[config.mk]
export PLATFORM = sky130hd
export DESIGN_NAME = pwr_event_stamp
export DESIGN_NICKNAME = d
export VERILOG_FILES = /design/src/rtl/stamp_pkg.sv /design/src/rtl/supply_edge_sync.sv /design/src/rtl/stamp_bank.sv /design/src/rtl/pwr_event_stamp.sv
export SDC_FILE = /design/constraint.sdc
export NUM_CORES = 1
export LEC_CHECK = 0
export BUFFER_PORTS_ARGS = -buffer_cell sky130_fd_sc_hd__clkbuf_2
export CAP_MARGIN = 20
export CORE_ASPECT_RATIO = 1.2
export CORE_MARGIN = 2
export CORE_UTILIZATION = 35
export DETAILED_ROUTE_END_ITERATION = 10
export PLACE_DENSITY_LB_ADDON = 0.08
export SLEW_MARGIN = 20
export SYNTH_ARGS = -nofsm -noshare
export SYNTH_HDL_FRONTEND = slang
export SYNTH_SLANG_ARGS = --single-unit
[constraint.sdc]
create_clock -name clk -period 2.38 [get_ports clk]
set_input_delay 0.119 -clock clk [delete_from_list [all_inputs] [get_ports clk]]
set_output_delay 0.119 -clock clk [all_outputs]
set_load 0.1 [all_outputs]
[src/rtl/stamp_pkg.sv]
package stamp_pkg;

    // Retention policy of one timestamp set.
    typedef enum logic {
        KEEP_OLDEST = 1'b0,  // first capture sticks until cleared
        KEEP_NEWEST = 1'b1   // every capture overwrites
    } keep_policy_e;

    function automatic int unsigned stamp_bits(input int unsigned fields,
                                               input int unsigned field_w);
        return fields * field_w;
    endfunction

endpackage

[src/rtl/supply_edge_sync.sv]
module supply_edge_sync #(
    parameter int unsigned SYNC_STAGES = 2
) (
    input  logic clk,
    input  logic rst_n,
    input  logic async_i,
    output logic level_o,
    output logic rise_o,
    output logic fall_o
);

    localparam int unsigned MSB = SYNC_STAGES - 1;

    typedef struct packed {
        logic [MSB:0] chain;
        logic         last;
    } sync_state_t;

    sync_state_t st_d, st_q;

    always_comb begin
        st_d       = st_q;
        st_d.chain = {st_q.chain[MSB-1:0], async_i};
        st_d.last  = st_q.chain[MSB];
    end

    always_ff @(posedge clk or negedge rst_n) begin
        if (!rst_n) st_q <= '0;
        else        st_q <= st_d;
    end

    assign level_o = st_q.chain[MSB];
    assign rise_o  =  st_q.chain[MSB] & ~st_q.last;
    assign fall_o  = ~st_q.chain[MSB] &  st_q.last;

    generate
        if (SYNC_STAGES == 2) begin : g_lat_chk
            // a rise reflects the raw level seen two edges earlier
            p_rise_lat_r2: assert property (@(posedge clk) disable iff (!rst_n)
                rise_o |-> $past(async_i, 2));
            // a fall reflects the raw level seen two edges earlier
            p_fall_lat_r3: assert property (@(posedge clk) disable iff (!rst_n)
                fall_o |-> !$past(async_i, 2));
        end
    endgenerate

endmodule

[src/rtl/stamp_bank.sv]
module stamp_bank
    import stamp_pkg::*;
#(
    parameter int unsigned  STAMP_W = 48,
    parameter keep_policy_e POLICY  = KEEP_NEWEST
) (
    input  logic               clk,
    input  logic               rst_n,
    input  logic               event_i,
    input  logic               clear_i,
    input  logic [STAMP_W-1:0] time_i,
    output logic [STAMP_W-1:0] stamp_o,
    output logic               valid_o
);

    typedef struct packed {
        logic               valid;
        logic [STAMP_W-1:0] stamp;
    } bank_state_t;

    bank_state_t st_d, st_q;
    bank_state_t base;   // state after the clear has been applied
    logic        take;

    always_comb begin
        base = st_q;
        if (clear_i) begin
            base.valid = 1'b0;
            base.stamp = '0;
        end
    end

    generate
        if (POLICY == KEEP_OLDEST) begin : g_oldest
            assign take = event_i & ~base.valid;
        end else begin : g_newest
            assign take = event_i;
        end
    endgenerate

    always_comb begin
        st_d = base;
        if (take) begin
            st_d.valid = 1'b1;
            st_d.stamp = time_i;
        end
    end

    always_ff @(posedge clk or negedge rst_n) begin
        if (!rst_n) st_q <= '0;
        else        st_q <= st_d;
    end

    assign stamp_o = st_q.stamp;
    assign valid_o = st_q.valid;

    // any event leaves the set occupied
    p_capture_sets_valid_r2: assert property (@(posedge clk) disable iff (!rst_n)
        event_i |=> valid_o);

    // a clear with no event empties the set
    p_clear_empties_r6: assert property (@(posedge clk) disable iff (!rst_n)
        (clear_i && !event_i) |=> (!valid_o && stamp_o == '0));

    // clear first, then capture the presented time
    p_clear_then_capture_r7: assert property (@(posedge clk) disable iff (!rst_n)
        (clear_i && event_i) |=> (valid_o && stamp_o == $past(time_i)));

    // with no event and no clear nothing moves
    p_quiet_hold_r8: assert property (@(posedge clk) disable iff (!rst_n)
        (!event_i && !clear_i) |=> ($stable(stamp_o) && $stable(valid_o)));

    generate
        if (POLICY == KEEP_OLDEST) begin : g_chk_oldest
            // an occupied set keeps its first capture
            p_oldest_kept_r4: assert property (@(posedge clk) disable iff (!rst_n)
                (valid_o && !clear_i) |=> $stable(stamp_o));
        end else begin : g_chk_newest
            // every event overwrites
            p_newest_taken_r5: assert property (@(posedge clk) disable iff (!rst_n)
                event_i |=> (stamp_o == $past(time_i)));
        end
    endgenerate

endmodule

[src/rtl/pwr_event_stamp.sv]
module pwr_event_stamp
    import stamp_pkg::*;
#(
    parameter int unsigned FIELD_W     = 8,
    parameter int unsigned FIELDS      = 6,
    parameter int unsigned SYNC_STAGES = 2
) (
    input  logic                       clk,
    input  logic                       rst_n,
    input  logic                       on_backup_i,
    input  logic [FIELDS*FIELD_W-1:0]  now_i,
    input  logic                       clear_i,
    output logic [FIELDS*FIELD_W-1:0]  dn_stamp_o,
    output logic                       dn_valid_o,
    output logic [FIELDS*FIELD_W-1:0]  up_stamp_o,
    output logic                       up_valid_o
);

    localparam int unsigned STAMP_W = stamp_bits(FIELDS, FIELD_W);

    logic sup_level, sup_rise, sup_fall;

    supply_edge_sync #(
        .SYNC_STAGES (SYNC_STAGES)
    ) i_sync (
        .clk     (clk),
        .rst_n   (rst_n),
        .async_i (on_backup_i),
        .level_o (sup_level),
        .rise_o  (sup_rise),
        .fall_o  (sup_fall)
    );

    stamp_bank #(
        .STAMP_W (STAMP_W),
        .POLICY  (KEEP_OLDEST)
    ) i_dn_bank (
        .clk     (clk),
        .rst_n   (rst_n),
        .event_i (sup_rise),
        .clear_i (clear_i),
        .time_i  (now_i),
        .stamp_o (dn_stamp_o),
        .valid_o (dn_valid_o)
    );

    stamp_bank #(
        .STAMP_W (STAMP_W),
        .POLICY  (KEEP_NEWEST)
    ) i_up_bank (
        .clk     (clk),
        .rst_n   (rst_n),
        .event_i (sup_fall),
        .clear_i (clear_i),
        .time_i  (now_i),
        .stamp_o (up_stamp_o),
        .valid_o (up_valid_o)
    );

    // input assumption: the host cannot clear while on battery
    p_clear_on_main_r6: assert property (@(posedge clk) disable iff (!rst_n)
        sup_level |-> !clear_i);

    // the power-down set only gains a value through a rise
    p_dn_fill_needs_rise_r2: assert property (@(posedge clk) disable iff (!rst_n)
        (!dn_valid_o && !sup_rise) |=> !dn_valid_o);

endmodule

==> results of run 1 <==
logic make-up (layout without fill, tap and decap cells):
group                  Yosys count  after routing  share of synthesized area (%)
buffers and inverters           80            226                           7.51
and+or+nand+nor                101            101                           14.2
muxes                           48             48                           10.7
DFF                            101            101                           56.4
AOI/OAI and AO/OA               49             49                           11.2
registers in the layout (all words and copies together), names as in the netlist:
| signal | flops |
|---|---|
| i_sync.st_q | 1 |
| i_sync.level_o | 1 |
| i_up_bank.valid_o | 1 |
| i_up_bank.stamp_o | 48 |
| i_sync.st_d | 1 |
| i_dn_bank.stamp_o | 48 |
| i_dn_bank.valid_o | 1 |
synth_stat cells, drive strengths merged:
master / instances
o21ai: 1
dfrtp: 101
clkbuf: 19
inv: 49
buf: 12
o32ai: 48
nor3b: 1
nor2b: 1
nand2b: 99
mux2i: 48
stage by stage:
stage          util (%)  worst slack (ns)  area, sq um  cells
6_report           45.3             0.667         5690    689
2_1_floorplan         -             0.599         4480    379
3_3_place_gp       43.1             0.706         5410    671
3_5_place_dp       43.1             0.669         5410    671
4_1_cts            45.3             0.645         5690    689
5_1_grt            45.3             0.547         5690    689
power breakdown:
part           internal, mW  switching [mW]
clock                 0.707           0.608
sequential             1.84          0.0796
combinational         0.252            1.20
cells in the final DEF (no fill, tap or decap):
master / Yosys / final
dfrtp_1: 101 / 101
clkinv_2: 0 / 2
mux2i_1: 48 / 48
clkinvlp_4: 0 / 2
dlygate4sd3_1: 0 / 2
nand2b_1: 99 / 97
inv_1: 49 / 49
nor3b_4: 0 / 1
clkbuf_16: 0 / 9
o32ai_2: 10 / 10
nand2b_4: 0 / 1
o21ai_0: 1 / 1
nor2b_4: 0 / 1
clkbuf_2: 0 / 148
buf_4: 2 / 9
buf_12: 0 / 2
clkbuf_1: 18 / 3
nand2b_2: 0 / 1
o32ai_1: 38 / 38
worst max-delay path, delay by kind of cell, from the launching register on:
kind | cells | cell delay (ns)
and+or+nand+nor | 1 | 0.55
DFF | 1 | 0.44
buffers and inverters | 1 | 0.38
AOI/OAI and AO/OA | 1 | 0.25
final timing paths:
check,start,end
min reg2reg,i_sync.st_d[2]$_DFF_PN0_,i_sync.level_o$_DFF_PN0_
max in group asynchronous,rst_n,i_dn_bank.stamp_o[19]$_DFFE_PN0P_
max,i_sync.st_q[0]$_DFF_PN0_,i_dn_bank.stamp_o[18]$_DFFE_PN0P_
min,now_i[14],i_up_bank.stamp_o[14]$_DFFE_PN0P_
min in group asynchronous,rst_n,i_up_bank.stamp_o[18]$_DFFE_PN0P_
max reg2reg,i_sync.st_q[0]$_DFF_PN0_,i_dn_bank.stamp_o[18]$_DFFE_PN0P_
routing by layer:
metal / global-route usage [%] / vias to the layer above / routed length [um]
li1: - / 1551 / -
met1: 23.0 / 1593 / 5040
met2: 26.6 / 98 / 5270
met3: 3.56 / 4 / 549
met4: 5.04 / 0 / 58
met5: 0 / - / 0
cell type report:
cell class	instances	area share, %
Tap cell	164	3.61
Sequential cell	101	44.4
Clock inverter	4	0.440
Inverter	49	3.23
Clock buffer	12	4.16
Timing Repair Buffer	161	15.3
Multi-Input combinational cell	198	28.9
repair_timing:
item / CTS / global route
hold endpoints to repair: 48 / 0
hold buffers: 2 / 0
setup buffers: 0 / 0
==> results.yml, run 1 <==
routing:
  first_iter_violations: 107
  vias_per_cell: 4.71
  avgRoutedWirePerCell_um: 15.8
  vias: 3246
  number_of_drc_violations_after_detailed_routing: 0
  drt_pre_antenna_iters: 4
  post_drt_antenna_nets: 0
  detail_route.wirelength_mm: 10.9
final_layout:
  final-seq-area_sq_um: 2530
  synthToLayoutAreaGrowth_pct: 26.9
  antenna_cells: 0
  n_fill_cell: 1263
  multi_input_comb_area_sq_um: 1640
  final_layout_size_suffix_gt1_share_pct: 35.4
  fin_nets: 572
timing:
  holdWs_ns: 0.0199
  final-setup-viol-count: 0
  hold_viol_final: 0
  timing.clock.skew_ns: 0.00638
  measured_slew_at_the_worst_slew_check_pin_ns: 0.786
  fin_tns_setup_ns: 0
  max_clock_freq_mhz: 584
  unrepaired_setup_endpoints_after_global_routing: "false"
  finalMaxSlewViolations: 0
  layout_min_cycle_time_ns: 1.71
  min_period_over_period_pct: 72.0
  worst_slew_margin_rel_pct: 47.6
synthesis:
  synthesis.area_per_instance_sq_um: 11.8
  yosys.area.top_type_share_pct: 56.4
  postSynthCellCount: 379
  postSynthNetCount: 431
  synthesis.area_sq_um: 4480
  fraction_of_the_yosys_area_taken_by_sequential_cells_pct: 56.4
  ys_seq_elements: 101
  synth_top_cells_by_area: "dfrtp_1 (56%), nand2b_1 (14%), mux2i_1 (11%)"
  synth_area_leader_cell: "dfrtp_1"
  synth.distinct_cells: 14
  synth.yosys.warnings: 0
grt:
  grt_antenna_before_repair: 0
  gr-usage-all-layers_pct: 16.7
  grt_overflow_total: 0
  number_of_global_route_vias_before_repair: 3384
  grt_start_max_net_pins: 98
  wire_length_of_the_first_global_routing_pass_mm: 17.9
cts:
  ctsRootBufferMaster: "clkbuf_16"
  cts_tree: "yes"
  max-clock-path-buffers: 2
  number_of_clock_sinks: 101
  clkLatencyLatePin_ns: 0.34
  path_clk_slew_ns: 0.07
  post_cts_resize_count: 0
  cts-htree-levels: 3
  cts_inserted_buffers: 9
critical_path:
  rr_worst_depth: 3
  timing.critical_path.fanout_max: 32
  cell_by_cell_trace_of_the_critical_path: "nand2b_2, buf_4, o32ai_1"
  crit_type: "register to register"
  slowest_stage: "nand2b_2"
  timing.critical_path.arrival_ns: 1.95
  crit_path_end_kind: "register"
  critical_path.max_stage_delay_ns: 0.55
  rrSetupSlack_ns: 0.67
  worstSetupStartpointType: "register"
  timing.critical_path.required_ns: 2.62
power:
  p_leak_nw: 3.07
  vdd_ir_drop_max_mv: 0.320
  total_power_mw: 4.69
  power_density_nw_per_um2: 825
placed_design:
  buffer_ports.inserted: 149
  dp.final_hpwl_mm: 7.28
  gp_congestion: 0.710
min_path:
  timing.hold.worst_path_depth: 3
  worstHoldPathType: "input port to register"
die:
  die_area_sq_um: 13700
  rows: 45
  core_sq_um: 12600
  horizontal_die_dimension_um: 107
  floorplan.initialDensity_pct: 35.7
  die-height_um: 128
  io_pins: 150
job:
  drv_cap: 0
status:
  status: "finished clean"
(Power assumes the default switching activity.)
==> inputs of run 2 (changes only) <==
==> constraint.sdc (replaced) <==
create_clock -name clk -period 1.8 [get_ports clk]
set_input_delay 0.09 -clock clk [delete_from_list [all_inputs] [get_ports clk]]
set_output_delay 0.09 -clock clk [all_outputs]
set_load 0.1 [all_outputs]
==> run 2 against run 1 <==
  * Clock skew increased by 0.00081 ns
  * Global-route usage is 0.51 points higher
  * Worst setup slack lost 0.21 ns
  * Register-to-register slack worse by 0.20 ns
  * Largest cell class unchanged
  * Critical endpoint is now dn_valid_o
  * Sequential cell count did not move
  * Wire length rose by 3.5%
  * Critical path depth down 2
==> results.yml, run 2 (same netlist as run 1, synthesis figures left out) <==
power:
  p_leak_nw: 3.26
  vdd_ir_drop_max_mv: 0.566
  total_power_mw: 6.62
  power_density_nw_per_um2: 1080
cts:
  cts-htree-levels: 3
  max-clock-path-buffers: 2
  number_of_clock_sinks: 101
  clkLatencyLatePin_ns: 0.34
  path_clk_slew_ns: 0.07
  post_cts_resize_count: 0
  ctsRootBufferMaster: "clkbuf_16"
  cts_tree: "yes"
  cts_inserted_buffers: 9
timing:
  min_period_over_period_pct: 74.7
  finalMaxSlewViolations: 0
  final-setup-viol-count: 0
  fin_tns_setup_ns: 0
  hold_viol_final: 0
  timing.clock.skew_ns: 0.00720
  measured_slew_at_the_worst_slew_check_pin_ns: 0.569
  worst_slew_margin_rel_pct: 62.2
  finalWorstSetupSlack_ns: 0.456
  layout_min_cycle_time_ns: 1.34
  unrepaired_setup_endpoints_after_global_routing: "false"
  max_clock_freq_mhz: 744
routing:
  met2_length_mm: 5.40
  dr.max_layer_used: "met4"
  avgRoutedWirePerCell_um: 15.6
  first_iter_violations: 107
  drt_pre_antenna_iters: 4
  number_of_drc_violations_after_detailed_routing: 0
  post_drt_antenna_nets: 0
  total_routed_wire_length_on_the_met1_layer_mm: 5.13
  vias: 3399
  routed_length_on_met3_um: 659
  vias_per_cell: 4.70
  detail_route.wirelength_mm: 11.3
critical_path:
  timing.critical_path.fanout_max: 3
  cell_by_cell_trace_of_the_critical_path: "clkbuf_2"
  crit_type: "register to output port"
  timing.critical_path.arrival_ns: 1.25
  slowest_stage: "clkbuf_2"
  critical_path.max_stage_delay_ns: 0.50
  timing.critical_path.required_ns: 1.71
  worstSetupStartpointType: "register"
  path_delay_family: "buffers and inverters"
  crit_path_end_kind: "output port"
  crit_buf_inv: 1
placed_design:
  dp.final_hpwl_mm: 7.56
  gp_congestion: 0.696
  post-place-ws_ns: 0.462
  place_inst: 673
  buffer_ports.inserted: 149
die:
  die_area_sq_um: 13700
  io_pins: 150
  horizontal_die_dimension_um: 107
  core_sq_um: 12600
  floorplan.initialDensity_pct: 35.7
  rows: 45
  die-height_um: 128
status:
  status: "finished clean"
final_layout:
  fin_nets: 606
  synthToLayoutAreaGrowth_pct: 36.1
  antenna_cells: 0
  final_cell_mix: "clkbuf_2 (148), dfrtp_1 (101), nand2b_1 (97), inv_1 (49), mux2i_1 (48)"
  layout.cells.most_common: "clkbuf_2"
  instances_no_fill: 723
  final_layout_size_suffix_gt1_share_pct: 34.2
grt:
  wire_length_of_the_first_global_routing_pass_mm: 18.6
  grt_start_max_net_pins: 57
  number_of_global_route_vias_before_repair: 3597
  grt_antenna_before_repair: 0
  grt_overflow_total: 0
  gr-usage-all-layers_pct: 17.2
min_path:
  worstHoldPathType: "input port to register"
job:
  drv_cap: 0
-- run 2: through the flow --
step | hold WS (ns) | cell area (sq um) | utilization (%)
finish | 0.00894 | 6100 | 48.6
global route | 0.00705 | 6100 | 48.6
CTS | 0.00349 | 6100 | 48.6
detailed placement | -0.00175 | 5440 | 43.3
global placement | 0.00102 | 5440 | 43.3
floorplan | -0.206 | 4480 | -
-- run 2: repair_timing --
action	4_1_cts	5_1_grt
hold endpoints to repair	107	0
buffers inserted	0	0
hold buffers	34	0
-- run 2: power by group --
part	switching [mW]	internal, mW	leakage (nW)
sequential	0.104	2.44	1.33
clock	0.837	1.25	0.158
combinational	1.60	0.382	1.78
-- run 2: final timing paths --
kind                                        startpoint                                end  slack [ns]  cells after the start
setup / recovery           i_dn_bank.valid_o$_DFF_PN0_                         dn_valid_o        0.46                      1
max in group asynchronous                        rst_n      i_up_bank.valid_o$_DFFE_PN0P_        0.97                      3
min in group asynchronous                        rst_n  i_dn_bank.stamp_o[26]$_DFFE_PN0P_        0.17                      2
setup reg to reg              i_sync.st_q[0]$_DFF_PN0_  i_dn_bank.stamp_o[37]$_DFFE_PN0P_        0.47                      3
hold / removal                               now_i[38]  i_up_bank.stamp_o[38]$_DFFE_PN0P_       0.009                      3
hold reg to reg               i_sync.st_d[2]$_DFF_PN0_           i_sync.level_o$_DFF_PN0_        0.35                      0
-- run 2: layout make-up --
cell class,instances,area [sq um]
Fill cell,1183,6450
Timing Repair Buffer,195,1220
Sequential cell,101,2530
Inverter,49,184
Clock inverter,6,86.3
Clock buffer,10,239
Tap cell,164,205
Multi-Input combinational cell,198,1640
-- run 2: worst register-to-register path, delay by kind of cell, from the launching register on --
family | cells | cell delay (ns)
flip-flops | 1 | 0.44
buffers and inverters | 1 | 0.37
AND/OR/NAND/NOR | 1 | 0.22
AO/OA/AOI/OAI | 1 | 0.17
-- run 2: metal layers --
metal | vias to the layer above | track usage, %
li1 | 1619 | -
met1 | 1684 | 22.6
met2 | 89 | 27.9
met3 | 7 | 4.73
met4 | 0 | 5.19
met5 | - | 0
